[src/rtl/gtmr_pkg.sv]
// Shared constants and helpers for the guarded overflow timer.
// Assumes an 8-bit counter and an 8-bit control/status register.
package gtmr_pkg;
    localparam int CNT_W     = 8;
    localparam int DATA_W    = 8;
    localparam int KEY_W     = 8;
    localparam int SEL_W     = 3;
    localparam int NUM_TAPS  = 1 << SEL_W;
    localparam logic [KEY_W-1:0] KEY_CSR = 8'hA5;
    localparam logic [KEY_W-1:0] KEY_CNT = 8'h5A;
    localparam logic ADDR_CSR = 1'b0;
    localparam logic ADDR_CNT = 1'b1;
    // bit positions inside the control/status register
    localparam int B_FLAG = 7;
    localparam int B_MODE = 6;
    localparam int B_RUN  = 5;
    localparam int B_RSV1 = 4;
    localparam int B_RSV0 = 3;

    // log2 of the prescaler ratio for each tap code
    function automatic int tap_log2(input int code);
        case (code)
            0: return 1;
            1: return 5;
            2: return 6;
            3: return 7;
            4: return 8;
            5: return 9;
            6: return 11;
            default: return 12;
        endcase
    endfunction

    localparam int PRE_W = tap_log2(NUM_TAPS - 1);
endpackage

[src/rtl/gtmr_prescaler.sv]
// Free-running prescaler. It produces one enable pulse every 2^k cycles
// on the tap that sel_i picks. It assumes the tap ratios are powers of two,
// so each tap is an AND of the low bits of a single counter.
module gtmr_prescaler
    import gtmr_pkg::*;
(
    input  logic             clk,
    input  logic             rst_n,
    input  logic [SEL_W-1:0] sel_i,
    output logic             tick_o
);
    logic [PRE_W-1:0]    pre_q;
    logic [NUM_TAPS-1:0] taps;

    // free-running divide chain
    always_ff @(posedge clk) begin
        if (!rst_n) pre_q <= '0;
        else        pre_q <= pre_q + 1'b1;
    end

    // one pulse per tap when its low bits are all ones
    for (genvar g = 0; g < NUM_TAPS; g++) begin : g_tap
        localparam int L = tap_log2(g);
        assign taps[g] = &pre_q[L-1:0];
    end

    assign tick_o = taps[sel_i];
endmodule

[src/rtl/gtmr_counter.sv]
// The 8-bit timer counter. It is held at zero while run is low. Keyed bus
// writes load it, and prescaler ticks step it. It flags a wrap from all ones
// to zero. It assumes the run input is registered.
module gtmr_counter
    import gtmr_pkg::*;
(
    input  logic             clk,
    input  logic             rst_n,
    input  logic             run_i,
    input  logic             tick_i,
    input  logic             bus_addr,
    input  logic             bus_wr,
    input  logic [15:0]      bus_wdata,
    output logic [CNT_W-1:0] cnt_o,
    output logic             ovf_o
);
    logic [CNT_W-1:0] cnt_q;
    logic             ld;

    assign ld    = bus_wr && (bus_addr == ADDR_CNT) && (bus_wdata[15:8] == KEY_CNT);
    assign ovf_o = run_i && !ld && tick_i && (cnt_q == {CNT_W{1'b1}});
    assign cnt_o = cnt_q;

    // count, load or hold at zero
    always_ff @(posedge clk) begin
        if (!rst_n || !run_i) cnt_q <= '0;
        else if (ld)          cnt_q <= bus_wdata[CNT_W-1:0];
        else if (tick_i)      cnt_q <= cnt_q + 1'b1;
    end


    hold_zero_chk: assert property (@(posedge clk) disable iff (!rst_n)
        !run_i |=> (cnt_q == '0));

    step_hold_chk: assert property (@(posedge clk) disable iff (!rst_n)
        (run_i && !ld && !tick_i) |=> $stable(cnt_q));

    wrap_zero_chk: assert property (@(posedge clk) disable iff (!rst_n)
        ovf_o |=> (cnt_q == '0));
endmodule

[src/rtl/gtmr_csr.sv]
// Control/status register. It holds the overflow flag with its read-armed
// clear, the mode, run and tap select fields, and the request outputs. It
// assumes ovf_i is a single-cycle pulse from the counter.
module gtmr_csr
    import gtmr_pkg::*;
(
    input  logic              clk,
    input  logic              rst_n,
    input  logic              standby_i,
    input  logic              ovf_i,
    input  logic              bus_addr,
    input  logic              bus_rd,
    input  logic              bus_wr,
    input  logic [15:0]       bus_wdata,
    output logic [DATA_W-1:0] csr_o,
    output logic              run_o,
    output logic [SEL_W-1:0]  sel_o,
    output logic              irq_o,
    output logic              rst_req_o
);
    logic             flag_q, mode_q, run_q, armed_q, rreq_q;
    logic [SEL_W-1:0] sel_q;
    logic             wr_ok, rd_csr, clr;
    logic             unused_bits;

    assign wr_ok       = bus_wr && (bus_addr == ADDR_CSR) && (bus_wdata[15:8] == KEY_CSR);
    assign rd_csr      = bus_rd && (bus_addr == ADDR_CSR);
    assign clr         = wr_ok && !bus_wdata[B_FLAG] && armed_q;
    assign unused_bits = ^bus_wdata[B_RSV1:B_RSV0];

    // flag and its arming, with overflow taking priority
    always_ff @(posedge clk) begin
        if (!rst_n || standby_i) begin
            flag_q  <= 1'b0;
            armed_q <= 1'b0;
        end else if (ovf_i) begin
            flag_q  <= 1'b1;
            armed_q <= 1'b0;
        end else if (clr) begin
            flag_q  <= 1'b0;
            armed_q <= 1'b0;
        end else if (rd_csr && flag_q) begin
            armed_q <= 1'b1;
        end
    end

    // mode and run fields, which standby clears
    always_ff @(posedge clk) begin
        if (!rst_n || standby_i) begin
            mode_q <= 1'b0;
            run_q  <= 1'b0;
        end else if (wr_ok) begin
            mode_q <= bus_wdata[B_MODE];
            run_q  <= bus_wdata[B_RUN];
        end
    end

    // tap select, cleared only by reset
    always_ff @(posedge clk) begin
        if (!rst_n)     sel_q <= '0;
        else if (wr_ok) sel_q <= bus_wdata[SEL_W-1:0];
    end

    // one-cycle watchdog reset request
    always_ff @(posedge clk) begin
        if (!rst_n || standby_i) rreq_q <= 1'b0;
        else                     rreq_q <= ovf_i && mode_q;
    end

    assign csr_o     = {flag_q, mode_q, run_q, 1'b1, 1'b0, sel_q};
    assign run_o     = run_q;
    assign sel_o     = sel_q;
    assign irq_o     = flag_q && !mode_q;
    assign rst_req_o = rreq_q;


    flag_set_chk: assert property (@(posedge clk) disable iff (!rst_n)
        (ovf_i && !standby_i) |=> flag_q);

    no_unarmed_clear_chk: assert property (@(posedge clk) disable iff (!rst_n)
        (flag_q && !armed_q && !standby_i) |=> flag_q);

    ovf_wins_chk: assert property (@(posedge clk) disable iff (!rst_n)
        (ovf_i && clr && !standby_i) |=> flag_q);

    standby_keep_chk: assert property (@(posedge clk) disable iff (!rst_n)
        standby_i |=> (!flag_q && !mode_q && !run_q && $stable(sel_q)));

    rst_pulse_chk: assert property (@(posedge clk) disable iff (!rst_n)
        rreq_q |=> !rreq_q);
endmodule

[src/rtl/guard_timer.sv]
// Top of the guarded overflow timer. It wires the prescaler, counter and
// control/status register together and muxes the read data. It assumes a
// bus that drives at most one strobe per cycle.
module guard_timer
    import gtmr_pkg::*;
(
    input  logic        clk,
    input  logic        rst_n,
    input  logic        standby_i,
    input  logic        bus_addr,
    input  logic        bus_rd,
    input  logic        bus_wr,
    input  logic [15:0] bus_wdata,
    output logic [7:0]  bus_rdata,
    output logic        irq_o,
    output logic        rst_req_o
);
    logic              tick, run, ovf;
    logic [SEL_W-1:0]  sel;
    logic [CNT_W-1:0]  cnt;
    logic [DATA_W-1:0] csr;

    gtmr_prescaler u_pre (
        .clk(clk), .rst_n(rst_n), .sel_i(sel), .tick_o(tick)
    );

    gtmr_counter u_cnt (
        .clk(clk), .rst_n(rst_n), .run_i(run), .tick_i(tick),
        .bus_addr(bus_addr), .bus_wr(bus_wr), .bus_wdata(bus_wdata),
        .cnt_o(cnt), .ovf_o(ovf)
    );

    gtmr_csr u_csr (
        .clk(clk), .rst_n(rst_n), .standby_i(standby_i), .ovf_i(ovf),
        .bus_addr(bus_addr), .bus_rd(bus_rd), .bus_wr(bus_wr),
        .bus_wdata(bus_wdata), .csr_o(csr), .run_o(run), .sel_o(sel),
        .irq_o(irq_o), .rst_req_o(rst_req_o)
    );

    // read data select by address
    always_comb begin
        bus_rdata = (bus_addr == ADDR_CNT) ? cnt : csr;
    end


    irq_excl_chk: assert property (@(posedge clk) disable iff (!rst_n)
        rst_req_o |-> !irq_o);
endmodule

[config.mk]
export PLATFORM = sky130hd
export DESIGN_NAME = guard_timer
export DESIGN_NICKNAME = d
export VERILOG_FILES = /design/src/rtl/gtmr_pkg.sv /design/src/rtl/gtmr_prescaler.sv /design/src/rtl/gtmr_counter.sv /design/src/rtl/gtmr_csr.sv /design/src/rtl/guard_timer.sv
export SDC_FILE = /design/constraint.sdc
export NUM_CORES = 1
export LEC_CHECK = 0
export BUFFER_PORTS_ARGS = -buffer_cell sky130_fd_sc_hd__buf_4
export CORE_MARGIN = 2
export CORE_UTILIZATION = 49
export CTS_CLUSTER_DIAMETER = 30
export CTS_CLUSTER_SIZE = 16
export DETAILED_ROUTE_END_ITERATION = 6
export PLACE_DENSITY = 0.84
export SYNTH_ARGS = -nofsm -noshare
export SYNTH_HDL_FRONTEND = slang
export SYNTH_HIERARCHICAL = 1
export SYNTH_SLANG_ARGS = --single-unit
[constraint.sdc]
create_clock -name clk -period 2.23 [get_ports clk]
set_input_delay 0.1115 -clock clk [delete_from_list [all_inputs] [get_ports clk]]
set_output_delay 0.1115 -clock clk [all_outputs]
set_load 0.01 [all_outputs]
# After elaboration in Yosys (flattened, before gate mapping)
# Index checks and enable logic that the tools add are counted.
# op_classes
n_addsub	2
multipliers	0
n_div	0
magnitude_cmp	1
eq_ne	3
shifts	0
muxes	7
bitwise_logic	1
n_reduce_logical	30
# op_table
operator	n
$mux 8	3
$eq 8x8->1 const B	2
$logic_and 1x1->1	13
$add 12x1->12 const B	1
$reduce_and 12->1	1
$reduce_and 11->1	1
$reduce_and 9->1	1
$add 8x1->8 const B	1
$eq 8x7->1 const B	1
$reduce_and 8->1	1
$reduce_and 7->1	1
$reduce_and 6->1	1
$logic_not 1->1	5
$reduce_and 5->1	1
$lt 3x4->1 const B	1
$reduce_bool 2->1	2
$bmux 1 s3	1
$mux 1	3
$reduce_or 3->1	1
$logic_or 1x1->1	2
$not 1->1	1
# totals
ff_bits	28
latchBits	0
ram_bits	0
rom_bits	0
inputBits	22
out_inout_bits	10
word_cells	52
mem_count	0

# Logic depth before layout (Yosys ltp)
# Gate-level depths: netlist (run 1).
# logic_depth
word_depth	7
depth_mapped	13
ltp_nobuf	12

# Hierarchy
# Netlist (run 1), hierarchy kept.
# by_module_without_submodules
mod	n_inst	cells_each	area_each_um2
gtmr_prescaler	1	58	585.6
gtmr_counter	1	50	455.4
gtmr_csr	1	48	436.7
guard_timer	1	9	131.4

# Worst setup path before layout (run 1)
# No wires, ideal clock.
# synth_path
path_kind	register -> register
from	register u_pre.pre_q[0]
to	register u_csr.flag_q
arrival_ps	2248
path_slack_ps	-139
path_stages_with_launch	14
path_buffers	1
path_cell_list	dfxtp_1 > ha_1 > and3_1 > buf_6 > and2_4 > ha_1 > mux2i_1 > nand2_1 > a32o_1 > nand2_1 > nor2_1 > and3_2 > nor3b_1 > a21oi_1
# synth_between
elab_chain_cells	6
elab_cells_between_ends	13
# synth_lines
element	line_no	rtl
start, declared	gtmr_prescaler.sv:12	logic [PRE_W-1:0] pre_q;
start signal, assigned	gtmr_prescaler.sv:18	else pre_q <= pre_q + 1'b1;
$reduce_and 12->1 (tied with other cells)	gtmr_prescaler.sv:24	assign taps[g] = &pre_q[L-1:0];
$bmux 1 s3 (*)	gtmr_prescaler.sv:27	assign tick_o = taps[sel_i];
$mux 1 (implied by the code) (*)	gtmr_prescaler.sv:27	
named net tick	guard_timer.sv:18	logic tick, run, ovf;
$logic_and 1x1->1 (*) (2 in series)	gtmr_counter.sv:21	assign ovf_o = run_i && !ld && tick_i && (cnt_q == {CNT_W{1'b1}});
named net ovf	guard_timer.sv:18	
$mux 1 or $reduce_bool 2->1 (tied branches)	--	
end signal, assigned	gtmr_csr.sv:34	flag_q <= 1'b0;
end signal, assigned	gtmr_csr.sv:37	flag_q <= 1'b1;
end signal, assigned	gtmr_csr.sv:40	flag_q <= 1'b0;
end, declared	gtmr_csr.sv:21	logic flag_q, mode_q, run_q, armed_q, rreq_q;
# Mark *: on every way through the listed nets, which the timed path passes. The rest lies on a longest branch. The select of a mux whose other input is x is not followed.
# A chain may end at the register's enable or synchronous reset.

# Final worst setup path (run 1)
# layout_path
from	register u_pre.pre_q[1]
to	register u_csr.flag_q
# Same word-level chain as after synthesis.

==> results of run 1 <==
-- flip-flops by register name (all words and copies together), names as in the netlist --
| register | count |
|---|---|
| u_pre/pre_q | 12 |
| u_cnt/cnt_o | 8 |
| u_csr/sel_o | 3 |
| u_csr/armed_q | 1 |
| u_csr/flag_q | 1 |
| u_csr/mode_q | 1 |
| u_csr/rst_req_o | 1 |
| u_csr/run_o | 1 |
-- cells in the final DEF (no fill, tap or decap), drive strengths merged, types with 2 or more instances in the layout --
master  instances
buf            37
dfxtp          28
nand2          16
and2           13
xnor2          10
a21oi           9
mux2            8
o21ai           8
mux2i           8
nand4           6
and3            6
xor2            5
nand3           4
ha              4
clkbuf          3
nor2b           3
and4            3
inv             2
nor4bb          2
conb            2
nor2            2
-- worst register-to-register path, delay by kind of cell, from the launching register on --
| kind | cells | cell delay [ns] |
|---|---|---|
| AND/OR/NAND/NOR | 7 | 0.90 |
| flip-flops | 1 | 0.37 |
| multiplexers | 1 | 0.14 |
| AO/OA/AOI/OAI | 2 | 0.36 |
| adder cells (fa/ha/maj) | 2 | 0.30 |
-- kinds of logic (layout without fill, tap and decap cells) --
family                   after synthesis  in the layout  synth area share
AND/OR/NAND/NOR                       61             61            0.2372
flip-flops                            28             28            0.3484
AO/OA/AOI/OAI                         23             23            0.1003
multiplexers                          16             16            0.1244
buffers and inverters                 16             42           0.07231
XOR/XNOR                              15             15           0.08164
adder cells (fa/ha/maj)                4              4           0.03111
other                                  2              2          0.004667
-- layout make-up --
class,instances,area share
Timing Repair Buffer,37,0.1448
Sequential cell,28,0.2935
Tap cell,44,0.02870
Inverter,2,0.003914
Multi-Input combinational cell,121,0.5173
Clock buffer,3,0.01174
-- cells in the mapped netlist --
library cell / instances
a2111oi_4: 1
a211oi_1: 1
a21oi_1: 9
a31oi_1: 1
a32o_1: 1
and2_1: 12
and2_4: 1
and2b_1: 1
and3_1: 5
and3_2: 1
and4_1: 2
and4_4: 1
and4b_1: 1
and4bb_1: 1
buf_1: 1
buf_4: 9
buf_6: 3
clkbuf_1: 1
conb_1: 2
dfxtp_1: 28
ha_1: 4
inv_1: 2
mux2_4: 8
mux2i_1: 8
nand2_1: 16
nand3_1: 4
nand4_1: 6
nand4b_4: 1
nor2_1: 2
nor2b_1: 3
nor3_1: 1
nor3b_1: 1
nor4bb_1: 2
o211a_1: 1
o21ai_0: 8
o2bb2ai_2: 1
xnor2_1: 10
xor2_1: 5
-- metal layers --
layer / track usage / wire (um) / vias up
li1: - / - / 626
met1: 0.2539 / 1481 / 611
met2: 0.3222 / 1738 / 53
met3: 0.02521 / 187 / 4
met4: 0.05590 / 34 / 0
met5: 0 / 0 / -
-- metrics by stage --
step	TNS, ns	total power (uW)
2_1_floorplan	0	557.2
3_3_place_gp	0	596.0
3_5_place_dp	0	601.4
4_1_cts	0	801.9
5_1_grt	-0.07834	831.4
6_report	0	799.4
-- worst max-delay path by stage --
stage | from | to
global route | u_pre/pre_q[1]$_SDFF_PN0_ | u_csr/flag_q$_SDFFE_PP0P_
CTS | u_pre/pre_q[0]$_SDFF_PN0_ | u_csr/flag_q$_SDFFE_PP0P_
floorplan | u_pre/pre_q[0]$_SDFF_PN0_ | u_csr/flag_q$_SDFFE_PP0P_
global placement | u_pre/pre_q[0]$_SDFF_PN0_ | u_csr/flag_q$_SDFFE_PP0P_
finish | u_pre/pre_q[1]$_SDFF_PN0_ | u_csr/flag_q$_SDFFE_PP0P_
detailed placement | u_pre/pre_q[0]$_SDFF_PN0_ | u_csr/flag_q$_SDFFE_PP0P_
-- timing repair --
| action | 4_1_cts | 5_1_grt |
|---|---|---|
| setup buffers | 0 | 3 |
| resized for setup | 2 | 8 |
| setup endpoints to repair | 1 | 6 |
| pin swaps | 1 | 9 |
-- power by group through the flow --
stage	combinational, uW	clock (uW)	sequential [uW]
2_1_floorplan	37.9	0	519
5_1_grt	93.8	225	512
6_report	86.2	202	511
4_1_cts	82.5	210	509
3_5_place_dp	81.9	0	519
3_3_place_gp	77.2	0	519
==> summary.md, run 1 <==
| Metric | Value |
|---|---|
| Mapped cell area | 1609 um2 |
| Sw Ratio | 0.2259 |
| Via/cell ratio | 5.506 |
| Post-place setup slack | 0.02708 ns |
| Status | completed |
| PD cells | 416.8 nW/um2 |
| GRT Total Usage | 0.1905 |
| Die Ht | 61.31 um |
| Pin count of the biggest net entering global routing | 21 |
| Synthesized netlist cell count | 165 |
| Reg2reg setup slack | 0.06 ns |
| Final Cycle Share | 0.9749 |
| Final #Nets | 219 |
| P&R area growth vs syn | 19.21% |
| I/O pin cnt | 32 |
| Worst path max stage delay | 0.37 ns |
| First-pass GRT wire length | 5375 um |
| Share of power burned in registers | 0.639 |
| Worst Path Required | 2.44 ns |
| Placed Area | 1826 um2 |
| VDD IR-drop max | 0.3903 mV |
| Area of the multi-input gates | 992.2 um2 |
| Initial antenna violation count | 0 |
| Routed vias | 1294 |
| # diodes | 0 |
| Final instance area | 1918 um2 |
| CP arrival | 2.38 ns |
| Detailed-router iteration count before antenna repair | 4 |
| Crit end category | flip-flop |
| Antenna-violating nets left | 0 |
| Clk pwr share | 0.253 |
| Yosys cell types | 38 |
| Core Util, Final | 0.6232 |
| Crit-path cells | ha_4 -> and3_4 -> and2_4 -> ha_4 -> mux2i_1 -> nand2_1 -> a32o_2 -> nand2_4 -> nor2_4 -> and3_4 -> nor3b_2 -> a21oi_1 |
| R2R depth | 12 |
| Hold path endpoint | u_cnt/cnt_o[0]$_SDFFE_PP0P_ |
| Fill count | 254 |
| RSZ-0062 raised after global routing | true |
| CORE AREA | 3078 um2 |
| Worst r2r src | u_pre/pre_q[1]$_SDFF_PN0_ |
| Yosys top cell area share | 0.3484 |
| Hold slack | 0.03870 ns |
| Num CTS Buffers | 3 |
| Switching pwr | 180.6 uW |
| Final HPWL DP | 2478 um |
| Leading area contributor after synthesis | dfxtp_1 |
| Startpoint types | flip-flop |
| Row cnt | 20 |
| Number of buffers and inverters on the critical path | 0 |
| Htree depth | 1 |
| Part of the power in combinational logic | 0.108 |
| Root Buffer | clkbuf_4 |
| Setup Skew | 0.002270 ns |
| Final min period | 2.174 ns |
| Clock buffer depth | 2 |
| Initial Util | 0.5228 |
| Initial DRC Count | 36 |
| Final Wtd Congestion | 0.7747 |
| Slowest CP cell | dfxtp_2 |
| CTS Hold Bufs | 0 |
| Reg clk slew, reported paths | 0.14 ns |
| Max-slew violations | 0 |
| DR WL/cell | 14.64 um |
| Worst-path fanout max | 4 |
| # DRC | 0 |
| Syn_area_per_cell | 9.752 um2 |
| #FFs+latches synth | 28 |
| Final setup margin | 0.05602 ns |
| Mapped Nets | 191 |
| P_int | 618.8 uW |
| Layout cells sized above 1 | 0.3351 |
| Inst Count DP | 229 |
| I/O Buffers | 31 |
| Die ar. | 3758 um2 |
| Reg2Reg Capture Point | u_csr/flag_q$_SDFFE_PP0P_ |
| Clk sink count | 28 |
| Layout Cells excl Fill | 235 |
| Post-Route WL | 3441 um |
| Crit path max-delay family | simple AND/OR/NAND/NOR gates |
| Final setup violating endpoints | 0 |
| Hold depth | 2 |
| Max-cap violations | 0 |
| Leak | 0.0008172 uW |
| Yosys warns | 6 |
| Vias in the first global route | 1196 |
| Clk_lat worst skew | 0.31 ns |
| Critical path class | flip-flop to flip-flop |
| Top cells by area, synth | dfxtp_1 (35%), mux2_4 (7.5%), xnor2_1 (5.4%) |
| Min-delay src | bus_wdata[0] |
| Worst hold path type | input port to flip-flop |
| TritonCTS clock tree | done |
| Grt ovf | 0 |
| Die Span X | 61.31 um |
| Seq. cell area | 563.0 um2 |
| CP Depth | 12 |
| Fmax | 0.4600 GHz |
| Post-synthesis sequential area ratio | 0.3484 |
| Fin. Hold Viols | 0 |
(Power assumes the default switching activity.)
==> run 2: changes to the inputs <==
CORE_ASPECT_RATIO = 1.4   (was default)
==> summary.md, run 2 (same netlist as run 1, synthesis figures left out) <==
| Metric | Value |
|---|---|
| Status | completed |
| # diodes | 0 |
| Final Wtd Congestion | 0.8491 |
| Reg2reg setup slack | 0.04 ns |
| R2R depth | 12 |
| Num CTS Buffers | 3 |
| Fill count | 271 |
| Crit end category | flip-flop |
| Hold slack | 0.09813 ns |
| Worst r2r src | u_pre/pre_q[1]$_SDFF_PN0_ |
| Worst Path Required | 2.37 ns |
| Leak | 0.0008119 uW |
| Biggest register | u_pre/pre_q |
| Most common cell after layout, fill and taps aside | buf_4 |
| TritonCTS clock tree | done |
| GRT Total Usage | 0.1850 |
| Die ar. | 3764 um2 |
| Switching pwr | 182.9 uW |
| Max reg flops | 12 |
| Crit path from | u_pre/pre_q[1]$_SDFF_PN0_ |
| Share of power burned in registers | 0.594 |
| CP arrival | 2.33 ns |
| Pin count of the biggest net entering global routing | 21 |
| Met3 usage | 0.02500 |
| Clock buffer depth | 2 |
| CTS Hold Bufs | 0 |
| Row cnt | 24 |
| Routing usage on met2 | 0.3292 |
| Reg clk slew, reported paths | 0.09 ns |
| Clk pwr share | 0.306 |
| Hold path endpoint | u_csr/sel_o[1]$_SDFFE_PN0P_ |
| PD cells | 452.7 nW/um2 |
| P_int | 676.4 uW |
| Final setup violating endpoints | 0 |
| Final Cycle Share | 0.9832 |
| Max-slew violations | 0 |
| I/O Buffers | 31 |
| Initial DRC Count | 11 |
| Sw Ratio | 0.2128 |
| Root Buffer | clkbuf_8 |
| Area of the multi-input gates | 967.2 um2 |
| RSZ-0062 raised after global routing | true |
| Core Util, Final | 0.6078 |
| Final min period | 2.192 ns |
| # DRC | 0 |
| Via/cell ratio | 5.410 |
| Clk_lat worst skew | 0.27 ns |
| Commonest cells after routing, fill and taps aside | buf_4 (36), dfxtp_1 (26), nand2_1 (15), and2_1 (12), xnor2_1 (10) |
| Fin. Hold Viols | 0 |
| DR WL/cell | 14.10 um |
| Hold depth | 3 |
| Htree depth | 1 |
| Initial Util | 0.5152 |
| P&R area growth vs syn | 17.96% |
| Worst-path fanout max | 4 |
| Die Span X | 52.43 um |
| Startpoint types | flip-flop |
| I/O pin cnt | 32 |
| Grt ovf | 0 |
| Final setup margin | 0.03751 ns |
| Detailed-router iteration count before antenna repair | 4 |
| Layer with the highest usage | met2 |
| Seq. cell area | 563.0 um2 |
| Post-place setup slack | -0.05104 ns |
| Worst hold path type | input port to flip-flop |
| Layout cells sized above 1 | 0.3263 |
| Vias in the first global route | 1243 |
| Final #Nets | 218 |
| Met1 usage | 0.2192 |
| Die Ht | 71.80 um |
| Antenna-violating nets left | 0 |
| Part of the power in combinational logic | 0.099 |
| CORE AREA | 3123 um2 |
| Routed vias | 1239 |
| Max-cap violations | 0 |
| Setup Skew | 0.002307 ns |
| Total power | 859.2 uW |
| Critical path class | flip-flop to flip-flop |
| Clk sink count | 28 |
| Post-Route WL | 3229 um |
| Min-delay src | bus_wdata[1] |
| Reg2Reg Capture Point | u_csr/flag_q$_SDFFE_PP0P_ |
| First-pass GRT wire length | 5313 um |
| VDD IR-drop max | 0.5836 mV |
| Fmax | 0.4561 GHz |
| Initial antenna violation count | 0 |
| Final HPWL DP | 2451 um |
-- run 2: final cells by class --
type	instances	area share
well taps	39	0.02571
clock buffers	3	0.02175
flip-flops and latches	28	0.2966
multi-input cells	121	0.5096
inverters	2	0.003955
repair buffers	36	0.1424
-- run 2: what timing repair did --
item                                    4_1_cts  5_1_grt
setup buffers                                 1        1
endpoints found under the setup margin        1        5
gates resized for setup                       3        4
pin swaps                                     3        4
-- run 2: metal layers --
layer	wire length [um]	part of all wire
met5	0	0
met1	1350	0.42
met3	102	0.032
met4	55	0.017
met2	1720	0.53
-- run 2: worst max-delay path by stage --
| stage | to | slack, ns | cells after the start |
|---|---|---|---|
| finish | u_csr/flag_q$_SDFFE_PP0P_ | 0.04 | 12 |
| global route | u_csr/flag_q$_SDFFE_PP0P_ | -0.07 | 12 |
| floorplan | u_csr/flag_q$_SDFFE_PP0P_ | 0.02 | 13 |
| detailed placement | u_csr/flag_q$_SDFFE_PP0P_ | -0.05 | 12 |
| CTS | u_csr/flag_q$_SDFFE_PP0P_ | 0.002 | 12 |
| global placement | u_csr/flag_q$_SDFFE_PP0P_ | 0.05 | 12 |
-- run 2: metrics by stage --
step / instance area (um2) / std cells / TNS [ns]
3_3_place_gp: 1819 / 224 / 0
4_1_cts: 1876 / 228 / 0
5_1_grt: 1898 / 229 / -0.07068
2_1_floorplan: 1624 / 165 / 0
6_report: 1898 / 229 / 0
3_5_place_dp: 1819 / 224 / -0.05104
-- run 2: critical path: stages, from the launching register on --
cell	delay [ns]
dfxtp_2	0.35
ha_4	0.16
and3_4	0.19
and2_4	0.14
ha_2	0.16
mux2i_1	0.12
nand2_1	0.07
a32o_2	0.28
nand2_2	0.08
nor2_2	0.05
and3_4	0.20
nor3b_2	0.18
a21oi_1	0.09
-- run 2: power groups by stage --
stage	Clock [uW]	Combinational (uW)	Sequential (uW)
2_1_floorplan	0	37.9	519
3_3_place_gp	0	77.3	519
3_5_place_dp	0	81.0	520
4_1_cts	270	83.3	509
5_1_grt	298	92.3	511
6_report	263	85.4	511
